<file path="config.mk">
export PLATFORM = sky130hd
export DESIGN_NAME = phy_access_port
export DESIGN_NICKNAME = d
export VERILOG_FILES = /design/src/rtl/phy_port_pkg.sv /design/src/rtl/port_host_regs.sv /design/src/rtl/port_handshake.sv /design/src/rtl/phy_delay_bank.sv /design/src/rtl/phy_access_port.sv
export SDC_FILE = /design/constraint.sdc
export NUM_CORES = 1
export LEC_CHECK = 0
export BUFFER_PORTS_ARGS = -buffer_cell sky130_fd_sc_hd__buf_4
export CORE_MARGIN = 4
export CORE_UTILIZATION = 40
export DETAILED_ROUTE_END_ITERATION = 12
export PLACE_DENSITY = 0.65
export SETUP_SLACK_MARGIN = 0.02
export SYNTH_ARGS = -nofsm -noshare
export SYNTH_HDL_FRONTEND = slang
export SYNTH_SLANG_ARGS = --single-unit
</file>
<file path="constraint.sdc">
create_clock -name clk -period 2.8 [get_ports clk]
set_clock_uncertainty 0.1 [all_clocks]
set_input_delay 0.84 -clock clk [delete_from_list [all_inputs] [get_ports clk]]
set_output_delay 0.84 -clock clk [all_outputs]
set_load 0.02 [all_outputs]
</file>
<file path="src/rtl/phy_port_pkg.sv">
package phy_port_pkg;

  // Command word field positions (the host software decodes these)
  localparam int unsigned F_ADDR_LSB  = 0;
  localparam int unsigned F_WDAT_LSB  = 8;
  localparam int unsigned F_RDAT_LSB  = 16;
  localparam int unsigned F_WREQ_BIT  = 24;
  localparam int unsigned F_RREQ_BIT  = 25;
  localparam int unsigned F_ACK_BIT   = 26;
  localparam int unsigned PHY_AW      = 8;
  localparam int unsigned PHY_DW      = 8;

  typedef enum logic [1:0] {
    HS_IDLE = 2'd0,
    HS_BUSY = 2'd1,
    HS_ACK  = 2'd2
  } hs_state_e;

  // Delay slots that carry storage: mode input delays and DLL delays
  function automatic logic slot_present(input logic [31:0] a);
    return (a <= 32'h08) || ((a >= 32'h0B) && (a <= 32'h0D));
  endfunction

endpackage

</file>
<file path="src/rtl/port_host_regs.sv">
module port_host_regs
  import phy_port_pkg::*;
#(
  parameter int unsigned BUS_AW     = 10,
  parameter logic [BUS_AW-1:0] CMD_OFFSET = 'h010
) (
  input  logic              clk,
  input  logic              rst,
  input  logic              bus_en,
  input  logic              bus_we,
  input  logic [BUS_AW-1:0] bus_addr,
  input  logic [31:0]       bus_wdata,
  input  logic [PHY_DW-1:0] rd_field,
  input  logic              ack_bit,
  output logic [31:0]       bus_rdata,
  output logic [PHY_AW-1:0] cmd_addr,
  output logic [PHY_DW-1:0] cmd_wdata,
  output logic              wr_req,
  output logic              rd_req
);

  logic        hit;
  logic [31:0] word_view;

  assign hit = (bus_addr == CMD_OFFSET);

  always_comb begin
    word_view = '0;
    word_view[F_ADDR_LSB +: PHY_AW] = cmd_addr;
    word_view[F_WDAT_LSB +: PHY_DW] = cmd_wdata;
    word_view[F_RDAT_LSB +: PHY_DW] = rd_field;
    word_view[F_WREQ_BIT]           = wr_req;
    word_view[F_RREQ_BIT]           = rd_req;
    word_view[F_ACK_BIT]            = ack_bit;
  end

  always_ff @(posedge clk) begin
    if (rst) begin
      cmd_addr  <= '0;
      cmd_wdata <= '0;
      wr_req    <= 1'b0;
      rd_req    <= 1'b0;
      bus_rdata <= '0;
    end else begin
      if (bus_en && bus_we && hit) begin
        cmd_addr  <= bus_wdata[F_ADDR_LSB +: PHY_AW];
        cmd_wdata <= bus_wdata[F_WDAT_LSB +: PHY_DW];
        wr_req    <= bus_wdata[F_WREQ_BIT];
        rd_req    <= bus_wdata[F_RREQ_BIT];
      end
      if (bus_en && !bus_we && hit) bus_rdata <= word_view;
      else                          bus_rdata <= '0;
    end
  end

  // offsets other than the command word read as zero
  a_r10_other_offset_zero: assert property (@(posedge clk) disable iff (rst)
    (bus_en && !bus_we && !hit) |=> (bus_rdata == 32'h0));

  // top bits of the returned word are never set
  a_r2_upper_bits_zero: assert property (@(posedge clk) disable iff (rst)
    (bus_rdata[31:27] == 5'b0));

  // host writes elsewhere leave the command fields alone
  a_r10_foreign_write_ignored: assert property (@(posedge clk) disable iff (rst)
    (bus_en && bus_we && !hit) |=> ($stable(cmd_addr) && $stable(cmd_wdata)
                                    && $stable(wr_req) && $stable(rd_req)));

endmodule

</file>
<file path="src/rtl/port_handshake.sv">
module port_handshake
  import phy_port_pkg::*;
(
  input  logic              clk,
  input  logic              rst,
  input  logic              wr_req,
  input  logic              rd_req,
  input  logic [PHY_AW-1:0] cmd_addr,
  input  logic [PHY_DW-1:0] cmd_wdata,
  input  logic              bank_done,
  input  logic [PHY_DW-1:0] bank_rdata,
  output logic              start,
  output logic              op_wr,
  output logic [PHY_AW-1:0] op_addr,
  output logic [PHY_DW-1:0] op_wdata,
  output logic              ack,
  output logic [PHY_DW-1:0] rd_field
);

  hs_state_e state;
  logic      owner_req;

  // The request that opened the handshake decides when it closes
  assign owner_req = op_wr ? wr_req : rd_req;

  always_ff @(posedge clk) begin
    if (rst) begin
      state    <= HS_IDLE;
      start    <= 1'b0;
      op_wr    <= 1'b0;
      op_addr  <= '0;
      op_wdata <= '0;
      ack      <= 1'b0;
      rd_field <= '0;
    end else begin
      start <= 1'b0;
      unique case (state)
        HS_IDLE: begin
          if (wr_req || rd_req) begin
            start    <= 1'b1;
            op_wr    <= wr_req;       // write wins when both are set
            op_addr  <= cmd_addr;
            op_wdata <= cmd_wdata;
            state    <= HS_BUSY;
          end
        end
        HS_BUSY: begin
          if (bank_done) begin
            ack <= 1'b1;
            if (!op_wr) rd_field <= bank_rdata;
            state <= HS_ACK;
          end
        end
        HS_ACK: begin
          if (!owner_req) begin
            ack   <= 1'b0;
            state <= HS_IDLE;
          end
        end
        default: state <= HS_IDLE;
      endcase
    end
  end

  // acknowledge holds while the owning request is still up
  a_r3_ack_holds: assert property (@(posedge clk) disable iff (rst)
    (ack && owner_req) |=> ack);

  // acknowledge only rises after the bank reports completion
  a_r3_ack_after_done: assert property (@(posedge clk) disable iff (rst)
    $rose(ack) |-> $past(bank_done));

  // read byte only moves on the cycle after a completion
  a_r4_rdata_stable: assert property (@(posedge clk) disable iff (rst)
    !$past(bank_done) |-> $stable(rd_field));

  // a new access never launches while acknowledge is up
  a_r9_no_start_in_ack: assert property (@(posedge clk) disable iff (rst)
    start |-> !ack);

  // captured operands stay fixed until acknowledge falls
  a_r9_operands_frozen: assert property (@(posedge clk) disable iff (rst)
    (state != HS_IDLE && !start) |=> ($stable(op_addr) && $stable(op_wdata)
                                      && $stable(op_wr)));

endmodule

</file>
<file path="src/rtl/phy_delay_bank.sv">
module phy_delay_bank
  import phy_port_pkg::*;
#(
  parameter int unsigned ACC_LAT = 4,
  parameter int unsigned DEPTH   = 16
) (
  input  logic              clk,
  input  logic              rst,
  input  logic              start,
  input  logic              op_wr,
  input  logic [PHY_AW-1:0] op_addr,
  input  logic [PHY_DW-1:0] op_wdata,
  output logic              done,
  output logic [PHY_DW-1:0] rdata
);

  localparam int unsigned CW = (ACC_LAT > 1) ? $clog2(ACC_LAT) : 1;
  localparam int unsigned IW = (DEPTH > 1) ? $clog2(DEPTH) : 1;
  localparam logic [CW-1:0] CNT_LOAD = CW'(ACC_LAT - 1);

  logic              busy;
  logic [CW-1:0]     cnt;
  logic              fire;
  logic              in_range;
  logic              present;
  logic [IW-1:0]     idx;
  logic [PHY_DW-1:0] slot_q [DEPTH];
  logic [PHY_DW-1:0] sel_val;

  assign fire     = busy && (cnt == '0);
  assign in_range = ({24'd0, op_addr} < DEPTH);
  assign present  = in_range && slot_present({24'd0, op_addr});
  assign idx      = op_addr[IW-1:0];
  assign sel_val  = in_range ? slot_q[idx] : '0;

  // One storage byte per implemented slot; the rest are tied to zero
  for (genvar g = 0; g < DEPTH; g++) begin : g_slot
    if (slot_present(32'(g))) begin : g_store
      always_ff @(posedge clk) begin
        if (rst)                                  slot_q[g] <= '0;
        else if (fire && op_wr && present && idx == IW'(g)) slot_q[g] <= op_wdata;
      end
    end else begin : g_empty
      assign slot_q[g] = '0;
    end
  end

  always_ff @(posedge clk) begin
    if (rst) begin
      busy  <= 1'b0;
      cnt   <= '0;
      done  <= 1'b0;
      rdata <= '0;
    end else begin
      done <= 1'b0;
      if (start) begin
        busy <= 1'b1;
        cnt  <= CNT_LOAD;
      end else if (busy) begin
        if (cnt == '0) begin
          busy <= 1'b0;
          done <= 1'b1;
          if (!op_wr) rdata <= sel_val;
        end else begin
          cnt <= cnt - 1'b1;
        end
      end
    end
  end

  // completion is a single-cycle pulse
  a_r3_done_pulse: assert property (@(posedge clk) disable iff (rst)
    done |=> !done);

  // reads of slots without storage return zero
  a_r7_empty_read_zero: assert property (@(posedge clk) disable iff (rst)
    (fire && !op_wr && !present) |=> (rdata == '0));

  // a start never lands on an access already counting
  a_r9_no_overlap: assert property (@(posedge clk) disable iff (rst)
    start |-> !busy);

  initial begin
    assert (ACC_LAT >= 1) else $error("ACC_LAT must be at least 1");
    assert (DEPTH >= 14)  else $error("DEPTH must cover slot 0x0D");
  end

endmodule

</file>
<file path="src/rtl/phy_access_port.sv">
module phy_access_port
  import phy_port_pkg::*;
#(
  parameter int unsigned BUS_AW     = 10,
  parameter logic [BUS_AW-1:0] CMD_OFFSET = 'h010,
  parameter int unsigned ACC_LAT    = 4,
  parameter int unsigned DEPTH      = 16
) (
  input  logic              clk,
  input  logic              rst,
  input  logic              bus_en,
  input  logic              bus_we,
  input  logic [BUS_AW-1:0] bus_addr,
  input  logic [31:0]       bus_wdata,
  output logic [31:0]       bus_rdata
);

  logic [PHY_AW-1:0] cmd_addr;
  logic [PHY_DW-1:0] cmd_wdata;
  logic              wr_req;
  logic              rd_req;
  logic              start;
  logic              op_wr;
  logic [PHY_AW-1:0] op_addr;
  logic [PHY_DW-1:0] op_wdata;
  logic              ack;
  logic [PHY_DW-1:0] rd_field;
  logic              bank_done;
  logic [PHY_DW-1:0] bank_rdata;

  port_host_regs #(.BUS_AW(BUS_AW), .CMD_OFFSET(CMD_OFFSET)) u_host (
    .clk(clk), .rst(rst), .bus_en(bus_en), .bus_we(bus_we),
    .bus_addr(bus_addr), .bus_wdata(bus_wdata), .rd_field(rd_field),
    .ack_bit(ack), .bus_rdata(bus_rdata), .cmd_addr(cmd_addr),
    .cmd_wdata(cmd_wdata), .wr_req(wr_req), .rd_req(rd_req)
  );

  port_handshake u_hs (
    .clk(clk), .rst(rst), .wr_req(wr_req), .rd_req(rd_req),
    .cmd_addr(cmd_addr), .cmd_wdata(cmd_wdata), .bank_done(bank_done),
    .bank_rdata(bank_rdata), .start(start), .op_wr(op_wr),
    .op_addr(op_addr), .op_wdata(op_wdata), .ack(ack), .rd_field(rd_field)
  );

  phy_delay_bank #(.ACC_LAT(ACC_LAT), .DEPTH(DEPTH)) u_bank (
    .clk(clk), .rst(rst), .start(start), .op_wr(op_wr), .op_addr(op_addr),
    .op_wdata(op_wdata), .done(bank_done), .rdata(bank_rdata)
  );

  // with both requests up at launch, the write is the one taken
  a_r8_write_first: assert property (@(posedge clk) disable iff (rst)
    (start && $past(wr_req)) |-> op_wr);

  // nothing is acknowledged without a request having been seen
  a_r1_quiet_after_reset: assert property (@(posedge clk) disable iff (rst)
    $rose(ack) |-> $past(u_hs.state != HS_IDLE));

endmodule

</file>
Yosys cells after proc, flatten, opt, wreduce, memory -nomap -nowiden

Index checks and enable logic that the tools add are counted.

Register bits: 187
Logic and storage cells: 117

$lt $le $gt $ge: 5
Reduce and logical (&&, ||, !) cells: 38
$add $sub $neg: 1
Bitwise operators: 6
Equality and inequality tests: 18
Muxes and demuxes: 20

Operator list:

| cell                                                            | number |
|---|---|
| binary-select mux 8 bit (select 4 bit)                          | 1 |
| two-way mux 8 bit                                               | 3 |
| logical AND 1 bit                                               | 21 |
| == test 4 x 3 -> 1 bit (second input constant)                  | 4 |
| == test 4 bit (second input constant)                           | 4 |
| less-or-equal comparator 8 x 4 -> 1 bit (second input constant) | 2 |
| two-way mux 2 bit                                               | 6 |
| == test 10 x 5 -> 1 bit (second input constant)                 | 1 |
| AND reduction 3 bit                                             | 3 |
| == test 4 x 2 -> 1 bit (second input constant)                  | 2 |
| >= comparator 8 x 4 -> 1 bit (second input constant)            | 1 |
| less-than comparator 8 x 5 -> 1 bit (second input constant)     | 1 |
| two-way mux 1 bit                                               | 8 |
| case mux 2 bit (3 select lines)                                 | 1 |
| >= comparator 5 bit (second input constant)                     | 1 |
| inverter 1 bit                                                  | 5 |
| inverter 4 -> 5 bit                                             | 1 |
| == test 4 x 1 -> 1 bit (second input constant)                  | 1 |
| logical NOT 2 bit                                               | 2 |
| logical NOT 4 bit                                               | 1 |
| != test 2 x 1 -> 1 bit (second input constant)                  | 2 |
| != test 2 bit (second input constant)                           | 2 |
| AND reduction 2 bit                                             | 2 |
| AND reduction 4 bit                                             | 1 |
| 9 further kinds                                                 | 12 |

Longest topological paths before layout

Gate-level depths: netlist of the first run.

Depth in word-level cells: 6
Gate-level depth with buffers: 8
Gate-level depth less buffers: 6

Modules after synthesis

From an unflattened synthesis of the first run, not the netlist that was laid out.

Cells, all modules: 755
Area, all modules: 8039.0 µm²

By module, submodules not included:

| module         | cells an instance | area each (µm²) | times used | sequential area each (µm²) |
|---|---|---|---|---|
| phy_delay_bank | 483               | 4895.9          | 1          | 2162.1 |
| port_host_regs | 153               | 1898.1          | 1          | 900.9 |
| port_handshake | 119               | 1244.9          | 1          | 580.6 |

Worst setup path after synthesis of the first run

Ideal clock, no wire load.

Kind: input -> register
From: in bus_addr[1]
To: reg u_host.cmd_addr[0]
Buffers on the path: 2
Library setup time: 0.128 ns
Arrival time: 2.030 ns
Cell stages on the path: 6
Path slack: 0.542 ns
Data required time: 2.572 ns
Cell sequence: nor4b_1 nand4_1 clkbuf_1 buf_2 mux2i_1 nor2_1

Cells in the longest elaborated chain, start to end: 2

RTL lines:

| item                    | line                  | text |
|---|---|---|
| from (decl)             | phy_access_port.sv:13 | `input logic [BUS_AW-1:0] bus_addr,` |
| == test 10 x 5 -> 1 bit | port_host_regs.sv:25  | `assign hit = (bus_addr == CMD_OFFSET);` |
| logical AND 1 bit       | port_host_regs.sv:45  | `if (bus_en && bus_we && hit) begin` |
| to (signal assigned)    | port_host_regs.sv:46  | `cmd_addr <= bus_wdata[F_ADDR_LSB +: PHY_AW];` |
| to (decl)               | port_host_regs.sv:16  | `output logic [PHY_AW-1:0] cmd_addr,` |

Every way passes these cells.
A chain may end at the register's enable or synchronous reset.

Final worst setup path of the first run

From: reg u_hs.op_addr[1]
To: reg u_bank.slot_q[68] (netlist name)

Cells in the longest elaborated chain, start to end: 6
Elaborated cells on any way between the ends: 10
Those cells by class: order compare: 4; eq/ne: 1; reduce/logical: 5

RTL lines:

| item                                                                                           | line                 | text |
|---|---|---|
| from (decl)                                                                                    | port_handshake.sv:14 | `output logic [PHY_AW-1:0] op_addr,` |
| from (signal assigned)                                                                         | port_handshake.sv:42 | `op_addr <= cmd_addr;` |
| >= comparator 8 x 4 -> 1 bit / less-or-equal comparator 8 x 4 -> 1 bit (equally long branches) | phy_port_pkg.sv:21   | `return (a <= 32'h08) \|\| ((a >= 32'h0B) && (a <= 32'h0D));` |
| logical AND 1 bit                                                                              | phy_port_pkg.sv:21   |  |
| logical OR 1 bit                                                                               | phy_port_pkg.sv:21   |  |
| logical AND 1 bit                                                                              | phy_delay_bank.sv:32 | `assign present = in_range && slot_present({24'd0, op_addr});` |
| logical AND 1 bit                                                                              | phy_delay_bank.sv:41 | `else if (fire && op_wr && present && idx == IW'(g)) slot_q[g] <= op_wdata;` |
| logical AND 1 bit *                                                                            | phy_delay_bank.sv:41 |  |
| to (signal, indexed assignment)                                                                | phy_delay_bank.sv:41 |  |
| to (decl)                                                                                      | phy_delay_bank.sv:27 | `logic [PHY_DW-1:0] slot_q [DEPTH];` |

Mark *: on every way between the ends. The rest lies on a longest branch, timed or not.

==> impl_metrics.csv, run 1 <==
group,metric,value,unit
run_status,outcome,"complete, no violations",
sta,max_freq,470.8,MHz
clock_tree,cts_tree,"built",
layout,area_growth,16.28,%
critical_path,critPathMaxStageDelay,710,ps
yosys,yosys-top-cells-area,"dfxtp_1 49%, mux2i_1 21%, nor2_1 6.6%, nand2_1 3.0%, a21oi_1 2.5%",
global_routing,grt_pass1_vias,5085,
sta,fin_crit_sh,75.86,%
yosys,yosys_warnings,0,
layout,nNetsFinal,851,
clock_tree,path_clk_slew,70,ps
clock_tree,clockBufferDepth,2,
sta,rsz0062_at_grt,"no",
sta,hold_violations,0,
yosys,synth_cell_types,43,
critical_path,start_kind,"flip-flop",
clock_tree,cts-resized-gates,0,
placement,place_congestion,0.7329,
detailed_routing,drt_pass1_iterations,4,
yosys,syn_area_per_cell,9.840,um^2
detailed_routing,drtIter0Drc,278,
die,coreArea,0.01815,mm^2
power_and_ir_drop,power_density,599.2,mW/mm^2
clock_tree,cts.sinks,182,
clock_tree,cts_buffers,17,
detailed_routing,via_per_inst,5.000,
critical_path,path_max_fanout,25,
yosys,async_flop_share,0,%
yosys,synth.top_cells.by_count,"182 x dfxtp_1, 154 x mux2i_1, 131 x nor2_1",
yosys,synth_top_area_share,48.72,%
layout,fin_area,0.008696,mm^2
job,drv_cap,0,
critical_path,required,2990,ps
global_routing,grt_use_total,16.16,%
yosys,synth.most_common_cell,"dfxtp_1",
die,die_w,144.7,um
sta,drv_slew,0,
clock_tree,clock_latency,420,ps
placement,hpwl,10440,um
detailed_routing,drc,0,
critical_path,slowest_stage,"dfxtp_2",
clock_tree,htree_num_levels,4,
yosys,synth_edf_count,0,
clock_tree,post_cts_buffers,0,
sta,slew_headroom,48.05,%
yosys,yosysTopAreaCell,"dfxtp_1",
die,start_util,41.21,%
die,die_h,144.7,um
sta,finalSetupViolCount,0,
yosys,synthFlopType,"dfxtp_1",
global_routing,grt_pass1_wl,26390,um
detailed_routing,avgRoutedWirePerCell,15.34,um
detailed_routing,drt_wl_total,16050,um
critical_path,crit_path_start,"u_hs.op_addr[1]",
yosys,ys_seq_area_share,48.72,%
global_routing,grt_max_degree,85,
power_and_ir_drop,ir_drop,0.0004109,V
placement,place_area,0.008059,mm^2
clock_tree,holdBufCountCts,0,
critical_path,worstSetupPathType,"flip-flop to flip-flop",
critical_path,worstSetupEndpoint,"u_bank.slot_q[68]",
yosys,ys_seq_elements,182,
layout,antenna_cells,0,
critical_path,reg2reg_to,"u_bank.slot_q[68]",
sta,fin_tns_setup,0,ps
critical_path,cp-end-kind,"flip-flop",
global_routing,overflow,0,
critical_path,cp_cell_sequence,"nand2_1 > nor4_4 > buf_4 > mux2i_1 > nor2_1",
sta,max_slew.worst_pin.slew,772.1,ps
sta,fin_crit,2124,ps
placement,port_buffers,58,
die,die-area,0.02095,mm^2
layout,n_fill_cell,1743,
critical_path,worstRegToRegCells,5,
die,row_count,49,
critical_path,worst-r2r-setup-slack,680,ps
yosys,syn_inst,760,
detailed_routing,antenna_left,0,
yosys,syn_area,0.007478,mm^2
detailed_routing,via_count,5230,
layout,drive_above_1_share,16.89,%
worst_hold_path,min_path_type,"flip-flop to flip-flop",
global_routing,antenna_found_initial,0,
die,ios,78,
critical_path,arrival,2320,ps
critical_path,timing.rr.start,"u_hs.op_addr[1]",
power_and_ir_drop,p_leak,0.003371,uW
clock_tree,clockRootBuffer,"clkbuf_16",
==> how the worst min path moves through the flow <==
stage	startpoint	endpoint	slack, ps	cells after the start
2_1_floorplan	u_bank.rdata[0]	u_bank.rdata[0]	330	2
3_3_place_gp	u_hs.rd_field[4]	u_host.bus_rdata[20]	340	1
3_5_place_dp	u_hs.rd_field[1]	u_host.bus_rdata[17]	340	1
4_1_cts	u_hs.rd_field[2]	u_hs.rd_field[2]	350	2
5_1_grt	u_hs.rd_field[1]	u_host.bus_rdata[17]	370	1
6_report	u_hs.rd_field[2]	u_hs.rd_field[2]	350	2
==> cells by family (layout without fill, tap and decap cells) <==
group,after synthesis,after routing,share of synthesized area [%]
AND/OR/NAND/NOR,289,289,19.99
flip-flops,182,182,48.72
multiplexers,155,155,20.76
AO/OA/AOI/OAI,69,69,5.404
buffers and inverters,62,115,4.785
adder cells (fa/ha/maj),1,1,0.1673
other,1,5,0.05014
XOR/XNOR,1,1,0.1171
==> sequential cells by signal, summed over array words and instances (netlist names), 8 cells and up <==
signal and count:
u_host.cmd_wdata 8, u_host.cmd_addr 8, u_hs.rd_field 8, u_host.bus_rdata 27, u_hs.op_addr 8, u_hs.op_wdata 8
u_bank.rdata 8, u_bank.slot_q 96
==> worst max-delay path: cells and delay by family, from the launching register on <==
family | cells | cell delay, ps
buffers and inverters | 1 | 260
DFF | 1 | 710
muxes | 1 | 240
and+or+nand+nor | 3 | 680
==> cell type report <==
type	count	area [um^2]	share of cell area (%)
Inverter	3	11.26	0.1295
Clock inverter	13	193.9	2.230
Sequential cell	182	3645	41.91
Tap cell	229	286.5	3.295
Timing Repair Buffer	80	613.1	7.050
Clock buffer	19	442.9	5.094
Multi-Input combinational cell	520	3503	40.29
==> placed cells by master (no fill, tap or decap), drive strengths merged, types with 6 or more instances in the layout <==
| cell | Yosys | routed |
|---|---|---|
| inv | 3 | 6 |
| clkbuf | 24 | 19 |
| nor2 | 131 | 131 |
| nor4 | 9 | 9 |
| nand3 | 18 | 18 |
| dfxtp | 182 | 182 |
| a22oi | 17 | 17 |
| mux2i | 154 | 154 |
| buf | 29 | 80 |
| nand4b | 9 | 9 |
| nand2 | 59 | 59 |
| a21oi | 38 | 38 |
| or3b | 8 | 8 |
| o21ai | 10 | 10 |
| and2 | 28 | 28 |
==> per-layer routing <==
metal  track usage [%]  vias to the layer above  wire (um)
met5                 0                        -          0
met3             3.746                        9        589
li1                  -                     2663          -
met2             26.60                       73       7754
met1             21.47                     2485       7558
met4             4.271                        0        142
==> through the flow <==
stage | hold WS, ps | utilization (%) | power, uW | setup WS (ps) | cells
6_report | 347.8 | 47.92 | 5211 | 676.0 | 1046
5_1_grt | 367.1 | 47.92 | 5396 | 495.7 | 1046
4_1_cts | 351.7 | 47.92 | 5267 | 648.9 | 1046
3_5_place_dp | 341.0 | 44.41 | 2731 | 585.0 | 1014
3_3_place_gp | 336.1 | 44.41 | 2731 | 564.2 | 1014
2_1_floorplan | 325.5 | - | 2698 | 542.3 | 764
==> where the power goes <==
| group | internal (uW) | total, uW | switching, uW |
|---|---|---|---|
| logic | 33.7 | 82.9 | 49.2 |
| registers | 2590 | 2590 | 0.0616 |
| clock network | 1530 | 2540 | 1010 |
No activity file was read; power rests on OpenSTA's default activity.
==> run 2, diff against run 1 <==
--- a/config.mk
+++ b/config.mk
@@ -9,7 +9,7 @@
 export CORE_MARGIN = 4
 export CORE_UTILIZATION = 40
 export DETAILED_ROUTE_END_ITERATION = 12
-export PLACE_DENSITY = 0.65
+export PLACE_DENSITY = 0.67
 export SETUP_SLACK_MARGIN = 0.02
 export SYNTH_ARGS = -nofsm -noshare
 export SYNTH_HDL_FRONTEND = slang
==> constraint.sdc (replaced) <==
create_clock -name clk -period 1.85 [get_ports clk]
set_clock_uncertainty 0.1 [all_clocks]
set_input_delay 0.555 -clock clk [delete_from_list [all_inputs] [get_ports clk]]
set_output_delay 0.555 -clock clk [all_outputs]
set_load 0.02 [all_outputs]
==> impl_metrics.csv, run 2 (synthesis gave the netlist of run 1 again) <==
group,metric,value,unit
run_status,outcome,"finished with violations",
run_status,violations,"negative setup slack",
detailed_routing,drtIter0Drc,379,
detailed_routing,via_count,5371,
detailed_routing,drt_pass1_iterations,4,
clock_tree,clock_latency,430,ps
sta,slew_headroom,51.82,%
layout,largest_reg_flops,96,
global_routing,grt_max_degree,80,
critical_path,worstRegToRegCells,5,
power_and_ir_drop,power_density,828.7,mW/mm^2
critical_path,start_kind,"flip-flop",
critical_path,worst-r2r-setup-slack,-160,ps
clock_tree,clockBufferDepth,2,
sta,max_freq,498.0,MHz
layout,drive_above_1_share,20.45,%
global_routing,grt_pass1_vias,4927,
sta,max_slew.worst_pin.slew,722.7,ps
clock_tree,path_clk_slew,70,ps
detailed_routing,avgRoutedWirePerCell,15.04,um
placement,place_congestion,0.7835,
layout,area_growth,20.66,%
power_and_ir_drop,p_leak,0.003521,uW
global_routing,grt_pass1_wl,25610,um
die,start_util,41.21,%
worst_hold_path,min_path_type,"input port to flip-flop",
sta,setup_slack,-158.1,ps
sta,drv_slew,0,
die,ios,78,
clock_tree,clockRootBuffer,"clkbuf_16",
detailed_routing,antenna_left,0,
clock_tree,htree_num_levels,4,
critical_path,worstSetupPathType,"flip-flop to flip-flop",
global_routing,antenna_found_initial,0,
worst_hold_path,whs_endpoint,"u_host.cmd_wdata[1]",
placement,hpwl,10830,um
die,die-area,0.02095,mm^2
layout,regMostFlops,"u_bank.slot_q",
detailed_routing,drc,0,
job,drv_cap,0,
layout,post-route-util,49.72,%
worst_hold_path,whs_path_depth,3,
critical_path,path_max_fanout,13,
detailed_routing,via_per_inst,4.996,
sta,fin_crit_sh,108.5,%
critical_path,arrival,2280,ps
critical_path,timing.rr.start,"u_hs.op_addr[6]",
power_and_ir_drop,ir_drop,0.0006461,V
layout,n_fill_cell,1633,
layout,final_common_cell,"dfxtp_1",
die,die_h,144.7,um
clock_tree,cts.sinks,182,
placement,dp_slack,-159.6,ps
sta,rsz0062_at_grt,"yes",
layout,nNetsFinal,881,
die,row_count,49,
detailed_routing,drt_wl_total,16170,um
clock_tree,cts_buffers,17,
die,coreArea,0.01815,mm^2
layout,final_cells,1075,
layout,antenna_cells,0,
critical_path,reg2reg_to,"u_bank.rdata[0]",
global_routing,overflow,0,
layout,top_regs,"u_bank.slot_q: 96 flops, u_host.bus_rdata: 27 flops",
die,die_w,144.7,um
sta,fin_crit,2008,ps
critical_path,required,2120,ps
placement,port_buffers,58,
global_routing,grt_use_total,15.77,%
clock_tree,cts_tree,"built",
worst_hold_path,min_from,"bus_wdata[9]",
critical_path,cp-end-kind,"flip-flop",
critical_path,crit_path_start,"u_hs.op_addr[6]",
sta,finalSetupViolCount,72,
placement,dp.cells,1040,
sta,hold_violations,0,
layout,final_cell_mix,"181 x dfxtp_1, 152 x mux2i_1, 131 x nor2_1, 95 x buf_4, 58 x nand2_1",
-- run 2: per-stage QoR --
| step | hold slack [ps] | instance area, um^2 | power (uW) | TNS [ps] |
|---|---|---|---|---|
| finish | 259.7 | 9024 | 7478 | -6250 |
| global route | 253.4 | 9024 | 7715 | -12130 |
| CTS | 241.8 | 8999 | 7551 | -5599 |
| detailed placement | 341.4 | 8393 | 4142 | -6012 |
| global placement | 335.9 | 8393 | 4142 | -5739 |
| floorplan | 325.5 | 7522 | 4084 | -7673 |
-- run 2: layout make-up --
class                           instances  area, um^2  area share [%]
Sequential cell                       182        3645           40.39
Multi-Input combinational cell        520        3543           39.27
Timing Repair Buffer                  110       978.4           10.84
Clock buffer                           20       456.7           5.061
Tap cell                              229       286.5           3.175
Clock inverter                         11       102.6           1.137
Inverter                                3       11.26          0.1248
-- run 2: power by group --
part / total (uW) / internal [uW] / switching (uW) / leakage (uW)
Clock: 3430 / 1920 / 1510 / 0.000257
Sequential: 3920 / 3920 / 0.0820 / 0.00147
Combinational: 135 / 59.0 / 76.1 / 0.00180
Total: 7480 / 5890 / 1590 / 0.00352
-- run 2: metal layers --
| layer | track usage (%) | share of wire [%] | routed length, um | vias to the layer above |
|---|---|---|---|---|
| li1 | - | - | - | 2728 |
| met1 | 21.51 | 47 | 7671 | 2551 |
| met2 | 25.16 | 48 | 7763 | 81 |
| met3 | 3.648 | 3.6 | 577 | 11 |
| met4 | 4.418 | 0.95 | 153 | 0 |
| met5 | 0 | 0 | 0 | - |
-- run 2: how the worst max path moves through the flow --
stage	to	depth (start not counted)
after global placement	u_bank.slot_q[73]	5
final	u_bank.rdata[0]	5
after CTS	u_bank.slot_q[29]	6
after detailed placement	u_bank.slot_q[75]	5
after floorplan	u_bank.slot_q[64]	5
after global routing	u_bank.slot_q[29]	6
-- run 2: worst max-delay path, cell delays in order (launching register included) --
cell and delay, ps:
dfxtp_1 310, or4_4 650, nor4_4 350, buf_12 180, nand4b_1 200, nand3_1 150
-- run 2: repair_timing --
| action | in CTS | in global routing |
|---|---|---|
| hold buffers | 0 | 0 |
| endpoints found under the setup margin | 72 | 83 |
| pin swaps | 4 | 5 |
| buffers inserted | 3 | 1 |
| hold endpoints to repair | 0 | 0 |
| gates resized for setup | 5 | 6 |
==> run 3, diff against run 2 <==
--- a/config.mk
+++ b/config.mk
@@ -5,11 +5,12 @@
 export SDC_FILE = /design/constraint.sdc
 export NUM_CORES = 1
 export LEC_CHECK = 0
+export ABC_AREA = 1
 export BUFFER_PORTS_ARGS = -buffer_cell sky130_fd_sc_hd__buf_4
 export CORE_MARGIN = 4
-export CORE_UTILIZATION = 40
+export CORE_UTILIZATION = 39
 export DETAILED_ROUTE_END_ITERATION = 12
-export PLACE_DENSITY = 0.67
+export PLACE_DENSITY = 0.66
 export SETUP_SLACK_MARGIN = 0.02
 export SYNTH_ARGS = -nofsm -noshare
 export SYNTH_HDL_FRONTEND = slang
==> impl_metrics.csv, run 3 <==
group,metric,value,unit
sta,max_freq,535.0,MHz
placement,place_congestion,0.9344,
worst_hold_path,whs_path_depth,3,
layout,area_growth,25.47,%
die,row_count,51,
power_and_ir_drop,combPwrFrac,1.9,%
die,die_h,150.1,um
critical_path,path_max_fanout,6,
clock_tree,clockBufferDepth,2,
worst_hold_path,min_path_type,"input port to flip-flop",
critical_path,cp_cell_sequence,"inv_2 > ha_4 > nand2_4 > inv_2 > nand2_2 > nor2_4 > buf_12 > clkbuf_16 > buf_8 > nand4_1 > a21oi_1",
critical_path,worstSetupPathType,"flip-flop to flip-flop",
yosys,synth_edf_count,0,
sta,fin_crit,1869,ps
power_and_ir_drop,p_clk_share,46.6,%
layout,fin_area,0.009887,mm^2
detailed_routing,drt_pass1_iterations,5,
sta,drv_slew,0,
sta,max_slew.worst_pin.slew,677.4,ps
clock_tree,clock_latency,440,ps
detailed_routing,drc,0,
global_routing,grt_max_degree,113,
power_and_ir_drop,power_density,769.2,mW/mm^2
yosys,yosysTopAreaCell,"dfxtp_1",
sta,finalSetupViolCount,7,
clock_tree,cts_buffers,17,
layout,final_common_cell,"nand2_1",
yosys,async_flop_share,0,%
critical_path,cp_common_cell,"inv_2",
sta,hold_violations,0,
layout,final_cell_mix,"305 x nand2_1, 178 x dfxtp_1, 133 x a21oi_1, 117 x buf_4, 99 x nand4_1",
critical_path,required,2110,ps
power_and_ir_drop,ir_drop,0.0006262,V
run_status,outcome,"finished with violations",
global_routing,grt_pass1_wl,33290,um
sta,setup_slack,-19.04,ps
yosys,synth.top_cells.by_count,"338 x nand2_1, 182 x dfxtp_1, 135 x a21oi_1",
detailed_routing,via_count,7467,
die,die-area,0.02254,mm^2
clock_tree,clockRootBuffer,"clkbuf_16",
sta,slew_headroom,54.84,%
layout,regMostFlops,"u_bank.slot_q",
sta,hold_slack,232.5,ps
placement,hpwl,13310,um
power_and_ir_drop,p_seq_share,51.5,%
critical_path,cp-end-kind,"flip-flop",
layout,antenna_cells,0,
die,die_w,150.1,um
detailed_routing,antenna_left,0,
clock_tree,holdBufCountCts,0,
yosys,yosys-top-cells-area,"dfxtp_1 46%, nand2_1 16%, a21oi_1 8.6%, nand4_1 7.9%, nor2_1 4.3%",
critical_path,critPathMaxStageDelay,330,ps
die,ios,78,
power_and_ir_drop,cell_internal_pwr,5870,uW
yosys,ys_seq_area_share,46.24,%
layout,n_fill_cell,1910,
yosys,ys_seq_elements,182,
layout,largest_reg_flops,96,
sta,fin_crit_sh,101.0,%
critical_path,arrival,2130,ps
global_routing,overflow,0,
layout,nNetsFinal,1219,
yosys,synth.most_common_cell,"nand2_1",
detailed_routing,via_per_inst,5.150,
die,coreArea,0.01965,mm^2
clock_tree,cts_tree,"built",
layout,seqCellArea,0.003651,mm^2
die,start_util,40.09,%
clock_tree,cts.sinks,182,
layout,top_regs,"u_bank.slot_q: 96 flops, u_host.bus_rdata: 27 flops",
layout,drive_above_1_share,21.27,%
global_routing,antenna_found_initial,0,
critical_path,start_kind,"flip-flop",
placement,place_area,0.008768,mm^2
clock_tree,path_clk_slew,70,ps
power_and_ir_drop,p_leak,0.003886,uW
yosys,syn_area,0.007880,mm^2
critical_path,slowest_stage,"dfxtp_2",
run_status,violations,"negative setup slack",
yosys,yosys_warnings,0,
layout,multi_input_area,0.003814,mm^2
detailed_routing,drt_wl_total,21980,um
sta,fin_tns_setup,-78.04,ps
power_and_ir_drop,netSwitchingFraction,22.82,%
critical_path,worstRegToRegCells,11,
sta,rsz0062_at_grt,"yes",
yosys,synthFlopType,"dfxtp_1",
placement,port_buffers,58,
detailed_routing,avgRoutedWirePerCell,15.16,um
yosys,syn_inst,1082,
power_and_ir_drop,p_switching,1736,uW
job,drv_cap,0,
detailed_routing,drtIter0Drc,936,
global_routing,grt_pass1_vias,6739,
yosys,syn_area_per_cell,7.283,um^2
yosys,synth_cell_types,30,
yosys,synth_top_area_share,46.24,%
clock_tree,htree_num_levels,4,
global_routing,grt_use_total,18.47,%
## run 3: cell count changes in the layout (fill, tap and decap cells not counted), moves of 32 or more
cell / before / now
nand2_1: 58 / 305
nand4_1: 4 / 99
nand2_2: 1 / 33
inv_1: 3 / 51
mux2i_1: 152 / 0
a21oi_1: 38 / 133
nor2_1: 131 / 90
## run 3: layer usage
layer / vias up / track usage [%] / share of wire, %
met1: 3414 / 25.40 / 44
met2: 266 / 28.68 / 46
li1: 3745 / - / -
met4: 0 / 8.005 / 2.5
met5: - / 0 / 0
met3: 42 / 3.101 / 6.8
## run 3: final timing paths
| path | from | end | slack (ps) |
|---|---|---|---|
| worst max-delay path | u_bank.cnt[0] | u_bank.slot_q[117] | -20 |
| worst min-delay path | bus_wdata[10] | u_host.cmd_wdata[2] | 230 |
| worst max register to register | u_bank.cnt[0] | u_bank.slot_q[117] | -20 |
| worst min register to register | u_hs.ack | u_host.bus_rdata[26] | 330 |
## run 3: metrics by stage
stage               util (%)  power, uW  cells  setup slack (ps)
floorplan                  -       4084   1086             27.96
global placement       44.61       4152   1394            -12.29
detailed placement     44.61       4152   1394            -49.89
CTS                    47.51       7663   1426             16.35
global route           50.31       7849   1450            -115.7
finish                 50.31       7605   1450            -19.04
## run 3: critical path, delay by kind of cell, from the launching register on
kind	cells	cell delay, ps
AOI/OAI and AO/OA	1	160
adders and majority gates	1	140
buffers and inverters	5	550
DFF	1	330
and+or+nand+nor	4	510
## run 3: logic make-up (layout without fill, tap and decap cells)
group	after synthesis	in the layout	share of synthesized area, %
compound gates	164	164	10.57
other cells	1	5	0.04759
buf+inv	135	233	8.130
flops	182	182	46.24
fa+ha+maj	1	1	0.1588
simple gates	599	600	34.85
## run 3: area by class of cell
class                   instances  area share, %
multi-input cells             770          38.57
repair inverters                1        0.07593
inverters                      60          2.316
clock inverters                14          1.392
repair buffers                140          13.02
clock buffers                  18          4.341
well taps                     265          3.354
flip-flops and latches        182          36.93
## run 3: timing repair
action / in CTS / in global routing
setup endpoints to repair: 74 / 104
buffers inserted: 0 / 15
cloned: 0 / 9
pin swaps: 0 / 19
endpoints found under the hold margin: 0 / 0
resized for setup: 2 / 71
## run 3: power by group through the flow
stage	registers [uW]	logic [uW]	clock network, uW
6_report	3910	147	3540
5_1_grt	3910	162	3780
3_3_place_gp	4010	146	0
3_5_place_dp	4010	146	0
4_1_cts	3920	146	3600
2_1_floorplan	4010	78.1	0
